<file path="src/rtl/ipc_sync_pkg.sv">
package ipc_sync_pkg;
    localparam int SYNC_BYTE_W = 8;
    localparam int LANES       = 4;
    localparam int REG_W       = LANES * SYNC_BYTE_W;
    localparam int NUM_SIDES   = 2;

    localparam int PEER_LANE   = 0;
    localparam int OWN_LANE    = 1;
    localparam int CTRL_LANE   = 3;

    localparam int TRIG_B_BIT  = 29;
    localparam int TRIG_A_BIT  = 30;
    localparam int EN_BIT      = 31;
    localparam int ZERO_W      = REG_W - 1 - 2 * SYNC_BYTE_W;

    typedef enum logic [0:0] {
        IRQ_IDLE = 1'b0,
        IRQ_PEND = 1'b1
    } irq_state_e;
endpackage

</file>
<file path="src/rtl/ipc_sync_side.sv">
module ipc_sync_side
    import ipc_sync_pkg::*;
(
    input  logic                   clk,
    input  logic                   rst_n,
    input  logic                   wr_en,
    input  logic [LANES-1:0]       wr_be,
    input  logic [REG_W-1:0]       wr_data,
    output logic [SYNC_BYTE_W-1:0] own_byte,
    output logic                   irq_en,
    output logic [NUM_SIDES-1:0]   trig_to
);
    logic ctrl_wr;
    logic own_wr;

    assign ctrl_wr = wr_en && wr_be[CTRL_LANE];
    assign own_wr  = wr_en && wr_be[OWN_LANE];

    always_ff @(posedge clk or negedge rst_n) begin
        if (!rst_n) begin
            own_byte <= '0;
            irq_en   <= 1'b0;
        end else begin
            if (own_wr) begin
                own_byte <= wr_data[OWN_LANE*SYNC_BYTE_W +: SYNC_BYTE_W];
            end
            if (ctrl_wr) begin
                irq_en <= wr_data[EN_BIT];
            end
        end
    end

    // one request line per target side; side 0 uses bit 30, side 1 bit 29
    for (genvar t = 0; t < NUM_SIDES; t++) begin : g_trig
        localparam int TBIT = (t == 0) ? TRIG_A_BIT : TRIG_B_BIT;
        assign trig_to[t] = ctrl_wr && wr_data[TBIT];
    end

    logic unused_lane_bits;
    assign unused_lane_bits = ^{wr_data[PEER_LANE*SYNC_BYTE_W +: SYNC_BYTE_W],
                                wr_data[TRIG_B_BIT-1:2*SYNC_BYTE_W],
                                wr_be[PEER_LANE], wr_be[2]};
endmodule

</file>
<file path="src/rtl/ipc_sync_irq_fsm.sv">
module ipc_sync_irq_fsm
    import ipc_sync_pkg::*;
(
    input  logic clk,
    input  logic rst_n,
    input  logic trig,
    input  logic irq_en,
    input  logic ack,
    output logic irq
);
    irq_state_e state_q;
    irq_state_e state_d;
    logic       take;

    assign take = trig && irq_en;

    always_ff @(posedge clk or negedge rst_n) begin
        if (!rst_n) begin
            state_q <= IRQ_IDLE;
        end else begin
            state_q <= state_d;
        end
    end

    always_comb begin
        state_d = state_q;
        unique case (state_q)
            IRQ_IDLE: if (take) state_d = IRQ_PEND;
            IRQ_PEND: if (ack && !take) state_d = IRQ_IDLE;
            default:  state_d = IRQ_IDLE;
        endcase
    end

    always_comb begin
        irq = (state_q == IRQ_PEND) && irq_en;
    end
endmodule

</file>
<file path="src/rtl/ipc_sync_readmux.sv">
module ipc_sync_readmux
    import ipc_sync_pkg::*;
(
    input  logic [SYNC_BYTE_W-1:0] own_byte,
    input  logic [SYNC_BYTE_W-1:0] peer_byte,
    input  logic                   irq_en,
    output logic [REG_W-1:0]       rd_data
);
    assign rd_data = {irq_en, {ZERO_W{1'b0}}, own_byte, peer_byte};
endmodule

</file>
<file path="src/rtl/ipc_sync_mbox.sv">
module ipc_sync_mbox
    import ipc_sync_pkg::*;
(
    input  logic             clk,
    input  logic             rst_n,
    input  logic             a_wr_en,
    input  logic [LANES-1:0] a_wr_be,
    input  logic [REG_W-1:0] a_wr_data,
    input  logic             a_irq_ack,
    output logic [REG_W-1:0] a_rd_data,
    output logic             a_irq,
    input  logic             b_wr_en,
    input  logic [LANES-1:0] b_wr_be,
    input  logic [REG_W-1:0] b_wr_data,
    input  logic             b_irq_ack,
    output logic [REG_W-1:0] b_rd_data,
    output logic             b_irq
);
    logic [NUM_SIDES-1:0]   wr_en_v;
    logic [NUM_SIDES-1:0]   ack_v;
    logic [NUM_SIDES-1:0]   irq_v;
    logic [NUM_SIDES-1:0]   en_v;
    logic [NUM_SIDES-1:0]   trig_dst;
    logic [LANES-1:0]       be_v   [NUM_SIDES];
    logic [REG_W-1:0]       wd_v   [NUM_SIDES];
    logic [REG_W-1:0]       rd_v   [NUM_SIDES];
    logic [SYNC_BYTE_W-1:0] own_v  [NUM_SIDES];
    logic [NUM_SIDES-1:0]   trig_src [NUM_SIDES];

    assign wr_en_v = {b_wr_en, a_wr_en};
    assign ack_v   = {b_irq_ack, a_irq_ack};
    assign be_v[0] = a_wr_be;
    assign be_v[1] = b_wr_be;
    assign wd_v[0] = a_wr_data;
    assign wd_v[1] = b_wr_data;

    // merge requests from every source per target
    always_comb begin
        for (int d = 0; d < NUM_SIDES; d++) begin
            trig_dst[d] = 1'b0;
            for (int s = 0; s < NUM_SIDES; s++) begin
                trig_dst[d] = trig_dst[d] | trig_src[s][d];
            end
        end
    end

    for (genvar s = 0; s < NUM_SIDES; s++) begin : g_side
        localparam int PEER = NUM_SIDES - 1 - s;

        ipc_sync_side side_i (
            .clk      (clk),
            .rst_n    (rst_n),
            .wr_en    (wr_en_v[s]),
            .wr_be    (be_v[s]),
            .wr_data  (wd_v[s]),
            .own_byte (own_v[s]),
            .irq_en   (en_v[s]),
            .trig_to  (trig_src[s])
        );

        ipc_sync_irq_fsm fsm_i (
            .clk    (clk),
            .rst_n  (rst_n),
            .trig   (trig_dst[s]),
            .irq_en (en_v[s]),
            .ack    (ack_v[s]),
            .irq    (irq_v[s])
        );

        ipc_sync_readmux rmux_i (
            .own_byte  (own_v[s]),
            .peer_byte (own_v[PEER]),
            .irq_en    (en_v[s]),
            .rd_data   (rd_v[s])
        );
    end

    assign a_rd_data = rd_v[0];
    assign b_rd_data = rd_v[1];
    assign a_irq     = irq_v[0];
    assign b_irq     = irq_v[1];
endmodule


</file>
<file path="config.mk">
export PLATFORM = sky130hd
export DESIGN_NAME = ipc_sync_mbox
export DESIGN_NICKNAME = d
export VERILOG_FILES = /design/src/rtl/ipc_sync_pkg.sv /design/src/rtl/ipc_sync_side.sv /design/src/rtl/ipc_sync_irq_fsm.sv /design/src/rtl/ipc_sync_readmux.sv /design/src/rtl/ipc_sync_mbox.sv
export SDC_FILE = /design/constraint.sdc
export NUM_CORES = 1
export LEC_CHECK = 0
export ABC_AREA = 1
export BUFFER_PORTS_ARGS = -buffer_cell sky130_fd_sc_hd__buf_2
export CAP_MARGIN = 5
export CORE_ASPECT_RATIO = 0.6
export CORE_MARGIN = 2
export CORE_UTILIZATION = 33
export CTS_BUF_LIST = sky130_fd_sc_hd__clkbuf_4 sky130_fd_sc_hd__clkbuf_8 sky130_fd_sc_hd__clkbuf_16
export CTS_CLUSTER_DIAMETER = 30
export DETAILED_ROUTE_END_ITERATION = 8
export PLACE_DENSITY_LB_ADDON = 0.3
export SETUP_SLACK_MARGIN = 0.3
export SYNTH_ARGS = -nofsm -noshare
export SYNTH_HDL_FRONTEND = slang
export SYNTH_SLANG_ARGS = --single-unit
</file>
<file path="constraint.sdc">
create_clock -name clk -period 0.8 [get_ports clk]
set_input_delay 0.12 -clock clk [delete_from_list [all_inputs] [get_ports clk]]
set_output_delay 0.12 -clock clk [all_outputs]
set_load 0.02 [all_outputs]
</file>
==> results of run 1 <==
[final timing paths]
kind                                               from                            to  slack [ps]  cells after the start
setup / recovery                g_side[0].side_i.irq_en                         a_irq        -260                      3
hold / removal                             a_wr_data[9]  g_side[0].side_i.own_byte[1]          80                      3
setup reg to reg           g_side[0].side_i.own_byte[2]  g_side[0].side_i.own_byte[2]          40                      3
hold reg to reg                 g_side[0].fsm_i.state_q       g_side[0].fsm_i.state_q         500                      2
max in group asynchronous                         rst_n  g_side[1].side_i.own_byte[3]         330                      3
min in group asynchronous                         rst_n  g_side[0].side_i.own_byte[0]         310                      3
[flip-flops by register name, indices dropped and copies added (netlist names)]
| register | cells |
|---|---|
| g_side.side_i.own_byte | 16 |
| g_side.fsm_i.state_q | 2 |
| g_side.side_i.irq_en | 2 |
[power breakdown]
part           switching (µW)  internal [µW]  leakage [µW]
Clock                     332            667     0.0000357
Combinational             689            638      0.000739
Sequential                153           1160      0.000230
[Yosys cell counts]
library cell  number  area, µm²
nand3_1           22        110
conb_1             1       3.75
buf_6              2       22.5
inv_1              4       15.0
nand2_1           50        188
dfrtp_1           20        500
buf_4             50        375
[area by class of cell]
type | instances | share of cell area (%)
Clock buffer | 3 | 2.28
Clock inverter | 1 | 1.66
Inverter | 4 | 0.830
Multi-Input combinational cell | 102 | 24.9
Sequential cell | 20 | 28.8
Tap cell | 47 | 3.25
Timing Repair Buffer | 80 | 38.3
[routing by layer]
| metal | vias to the layer above | GRT usage [%] | routed length (µm) | share of wire, % |
|---|---|---|---|---|
| met5 | - | 0 | 0 | 0 |
| met4 | 0 | 1.67 | 0 | 0 |
| met3 | 0 | 5.12 | 222 | 8.3 |
| met2 | 44 | 21.2 | 1290 | 48 |
| met1 | 443 | 16.5 | 1160 | 43 |
| li1 | 505 | - | - | - |
[kinds of logic after synthesis]
group	synth area share (%)
AND/OR/NAND/NOR	24.5
buffers and inverters	34.0
flip-flops	41.2
other	0.309
[through the flow]
step | instances | TNS, ps | area (µm²) | setup slack, ps | total power [µW]
floorplan | 178 | 0 | 1410 | 95.8 | 2200
CTS | 257 | -5810 | 1760 | -248 | 3620
global placement | 245 | 0 | 1390 | 19.7 | 2200
finish | 257 | -5530 | 1810 | -260 | 3630
global route | 257 | -6810 | 1810 | -307 | 3850
detailed placement | 245 | 0 | 1390 | 22.2 | 2200
[worst register-to-register path: stages, from the launching register on]
cell	delay, ps
dfrtp_2	440
buf_6	120
nand2_2	50
nand2_1	50
[repair_timing]
item                       in CTS  in global routing
hold buffers                    1                  0
pin swaps                       4                  8
hold endpoints to repair       20                  0
cloned                          0                  0
gates resized for setup        75                 17
setup endpoints to repair      56                 56
setup buffers                   7                  0
==> flow_summary.json, run 1 <==
{
  "ys_types": 7,
  "grt_max_degree": 21,
  "hp-class": "primary input to flip-flop",
  "routed_wl_mm": 2.66,
  "synth.ff_latch_count": 20,
  "timing.final.ws_setup_ps": -260,
  "clock-root-buffer": "clkbuf_8",
  "mostFrequentLayoutCells": "buf_6 (42), nand2_1 (36), buf_2 (32), conb_1 (30), nand3_1 (22)",
  "crit_chain": "nand2_1 > inv_2 > buf_6",
  "p_leak_uw": 0.00100,
  "core_um2": 3590,
  "setup_viol": 36,
  "maxCapViolCount": 0,
  "layout-drive-gt1-share_pct": 54.8,
  "status": "finished, violations left",
  "final_common_cell": "buf_6",
  "routedWlPerCell_um": 10.4,
  "drv_slew": 0,
  "critical_path_arrival_ps": 940,
  "port_buffers": 67,
  "die_w_um": 82.3,
  "n_antenna_cell": 0,
  "boundaryPins": 144,
  "hold_ws_ps": 81.9,
  "ir_worst_vdd_v": 0.000844,
  "place.gp.congestion": 0.652,
  "vias": 992,
  "worstSetupPathType": "flip-flop to output pin",
  "rsz0062_at_grt": "yes",
  "end_kind": "output pin",
  "cts_tree": "done",
  "clk_pin_slew_ps": 80,
  "cp_top_family": "flip-flops",
  "antenna_found_initial": 0,
  "die_y_um": 51,
  "worstSkewPairLatency_ps": 250,
  "critPathMaxFanout": 3,
  "grt_pass1_vias": 908,
  "ys_seq_area_share_pct": 41.2,
  "netlist_area_um2": 1210,
  "drc": 0,
  "required_ps": 680,
  "first_pass_iters": 4,
  "synthCells": 149,
  "cts_buffer_depth": 2,
  "worst-path-buf-inv": 2,
  "postRouteAntennaNets": 0,
  "fmax_mhz": 943,
  "multiInputGateArea_um2": 450,
  "hold_viol_final": 0,
  "finish.utilization_pct": 50.3,
  "slowest_stage": "dfrtp_1",
  "grt_use_total_pct": 12.9,
  "grt-ovfl-total": 0,
  "synth.avg_cell_area_um2": 8.15,
  "row_count": 17,
  "start_util_pct": 33.8,
  "vias_per_cell": 3.86,
  "ys.warnings.count": 0,
  "cts_buffers": 3,
  "drt-initial-drc-count": 33,
  "period_share_pct": 133,
  "violations": "negative setup slack",
  "critPathLaunchType": "flip-flop",
  "syn2layout_area_growth_pct": 48.9,
  "period_minus_slack_ps": 1060,
  "htree_levels": 1,
  "power_density_nw_per_um2": 2010,
  "critPathMaxStageDelay_ps": 430,
  "nNetsFinal": 289,
  "grt_first_pass_wirelength_mm": 4.13,
  "clock_skew_ps": 0.181,
  "regArea_um2": 520,
  "clock_sinks": 20,
  "die_area_um2": 4200,
  "dp_hpwl_mm": 1.92,
  "fillCellCount": 361
}
Note: power is estimated with default switching activity, not from simulation.
==> run 2, diff against run 1 <==
--- a/config.mk
+++ b/config.mk
@@ -14,7 +14,8 @@
 export CTS_BUF_LIST = sky130_fd_sc_hd__clkbuf_4 sky130_fd_sc_hd__clkbuf_8 sky130_fd_sc_hd__clkbuf_16
 export CTS_CLUSTER_DIAMETER = 30
 export DETAILED_ROUTE_END_ITERATION = 8
-export PLACE_DENSITY_LB_ADDON = 0.3
+export GPL_TIMING_DRIVEN = 0
+export PLACE_DENSITY = 0.85
 export SETUP_SLACK_MARGIN = 0.3
 export SYNTH_ARGS = -nofsm -noshare
 export SYNTH_HDL_FRONTEND = slang
==> flow_summary.json, run 2 (same netlist as run 1, synthesis figures left out) <==
{
  "ir_worst_vdd_v": 0.000855,
  "boundaryPins": 144,
  "rsz0062_at_grt": "yes",
  "worstSkewPairLatency_ps": 250,
  "core_um2": 3590,
  "period_share_pct": 133,
  "mostFrequentLayoutCells": "buf_6 (60), nand2_1 (41), buf_4 (33), conb_1 (30), buf_2 (29)",
  "fin_tns_setup_ps": -7360,
  "cts_buffer_depth": 2,
  "power_density_nw_per_um2": 1830,
  "layout-drive-gt1-share_pct": 60.7,
  "grt_max_degree": 21,
  "htree_levels": 1,
  "first_pass_iters": 4,
  "dp.cells": 290,
  "critPathLaunchType": "flip-flop",
  "n_antenna_cell": 0,
  "worstSetupPathType": "flip-flop to output pin",
  "status": "finished, violations left",
  "period_minus_slack_ps": 1060,
  "p_leak_uw": 0.00124,
  "place.gp.congestion": 0.702,
  "die_y_um": 51,
  "regArea_um2": 520,
  "cts_tree": "done",
  "maxCapViolCount": 0,
  "hold_viol_final": 20,
  "grt_use_total_pct": 14.7,
  "clock-root-buffer": "clkbuf_8",
  "critPathMaxFanout": 4,
  "largest_reg_flops": 16,
  "required_ps": 680,
  "setup_viol": 37,
  "die_w_um": 82.3,
  "drv_slew": 0,
  "port_buffers": 65,
  "timing.final.ws_setup_ps": -260,
  "drc": 0,
  "final_common_cell": "buf_6",
  "syn2layout_area_growth_pct": 78.4,
  "row_count": 17,
  "dp_hpwl_mm": 2.26,
  "hp-class": "primary input to asynchronous set/reset pin",
  "top_regs": "g_side.side_i.own_byte (16), g_side.fsm_i.state_q (2), g_side.side_i.irq_en (2)",
  "drt-initial-drc-count": 61,
  "die_area_um2": 4200,
  "stdcell_count": 299,
  "start_util_pct": 33.8,
  "finish.utilization_pct": 60.3,
  "routedWlPerCell_um": 10.5,
  "cts_buffers": 3,
  "postRouteAntennaNets": 0,
  "grt-ovfl-total": 0,
  "critical_path_arrival_ps": 940,
  "end_kind": "output pin",
  "hold_ws_ps": -199,
  "clk_pin_slew_ps": 80,
  "antenna_found_initial": 0,
  "nNetsFinal": 331,
  "fmax_mhz": 943,
  "clock_skew_ps": 0.214,
  "grt_pass1_vias": 1110,
  "grt_first_pass_wirelength_mm": 4.80,
  "vias_per_cell": 3.85,
  "vias": 1150,
  "largest-register": "g_side.side_i.own_byte",
  "fillCellCount": 304,
  "routed_wl_mm": 3.15,
  "clock_sinks": 20,
  "multiInputGateArea_um2": 433,
  "violations": "negative hold slack, negative setup slack",
  "dp_slack_ps": 14.4
}
-- run 2: cell types whose count changed in the layout (fill, tap and decap cells not counted) --
| cell | previous run | this run |
|---|---|---|
| buf_6 | 42 | 60 |
| buf_2 | 32 | 29 |
| dlygate4sd3_1 | 1 | 0 |
| buf_4 | 4 | 33 |
| buf_12 | 1 | 0 |
| nand2_2 | 13 | 9 |
| nand2_4 | 1 | 0 |
| nand2_1 | 36 | 41 |
-- run 2: area by class of cell --
cell class	count	area share [%]
Timing Repair Buffer	70	27.8
Sequential cell	20	24.0
Buffer	52	21.5
Multi-Input combinational cell	102	20.0
Tap cell	47	2.71
Clock buffer	3	1.91
Clock inverter	1	1.39
Inverter	4	0.693
-- run 2: worst max-delay path, stage by stage, from the launching register on --
cell and delay (ps):
dfrtp_1 430, buf_6 140, buf_6 120
-- run 2: final timing paths --
kind | cells after the start | end | slack, ps | start
setup / recovery | 2 | a_rd_data[31] | -260 | g_side[0].side_i.irq_en
hold / removal | 1 | g_side[1].side_i.own_byte[1] | -200 | rst_n
setup reg to reg | 4 | g_side[0].side_i.own_byte[6] | -60 | g_side[0].side_i.own_byte[6]
hold reg to reg | 2 | g_side[1].fsm_i.state_q | 490 | g_side[1].fsm_i.state_q
max in group asynchronous | 1 | g_side[1].side_i.own_byte[3] | 660 | rst_n
min in group clk | 4 | g_side[1].fsm_i.state_q | 80 | b_irq_ack
-- run 2: per-stage QoR --
| step | hold WS (ps) | instance area [µm²] | total power [µW] |
|---|---|---|---|
| floorplan | -176 | 1410 | 2200 |
| global placement | 94.8 | 1800 | 2530 |
| detailed placement | 99.4 | 1800 | 2560 |
| CTS | -190 | 2120 | 3930 |
| global route | -165 | 2170 | 4170 |
| finish | -199 | 2170 | 3960 |
-- run 2: power breakdown --
part           internal, µW  switching, µW
registers              1160            153
logic                   901            752
clock network           667            333
total                  2720           1240
-- run 2: metal layers --
layer,GRT usage (%),vias up,wire [µm]
met5,0,-,0
met4,4.44,0,27
met3,3.53,2,209
met2,26.3,46,1620
met1,17.4,513,1300
li1,-,589,-
-- run 2: what timing repair did --
item,4_1_cts,5_1_grt
resized for setup,74,12
pin swaps,4,7
endpoints found under the setup margin,56,56
cloned,0,0
endpoints found under the hold margin,20,20
setup buffers,3,2
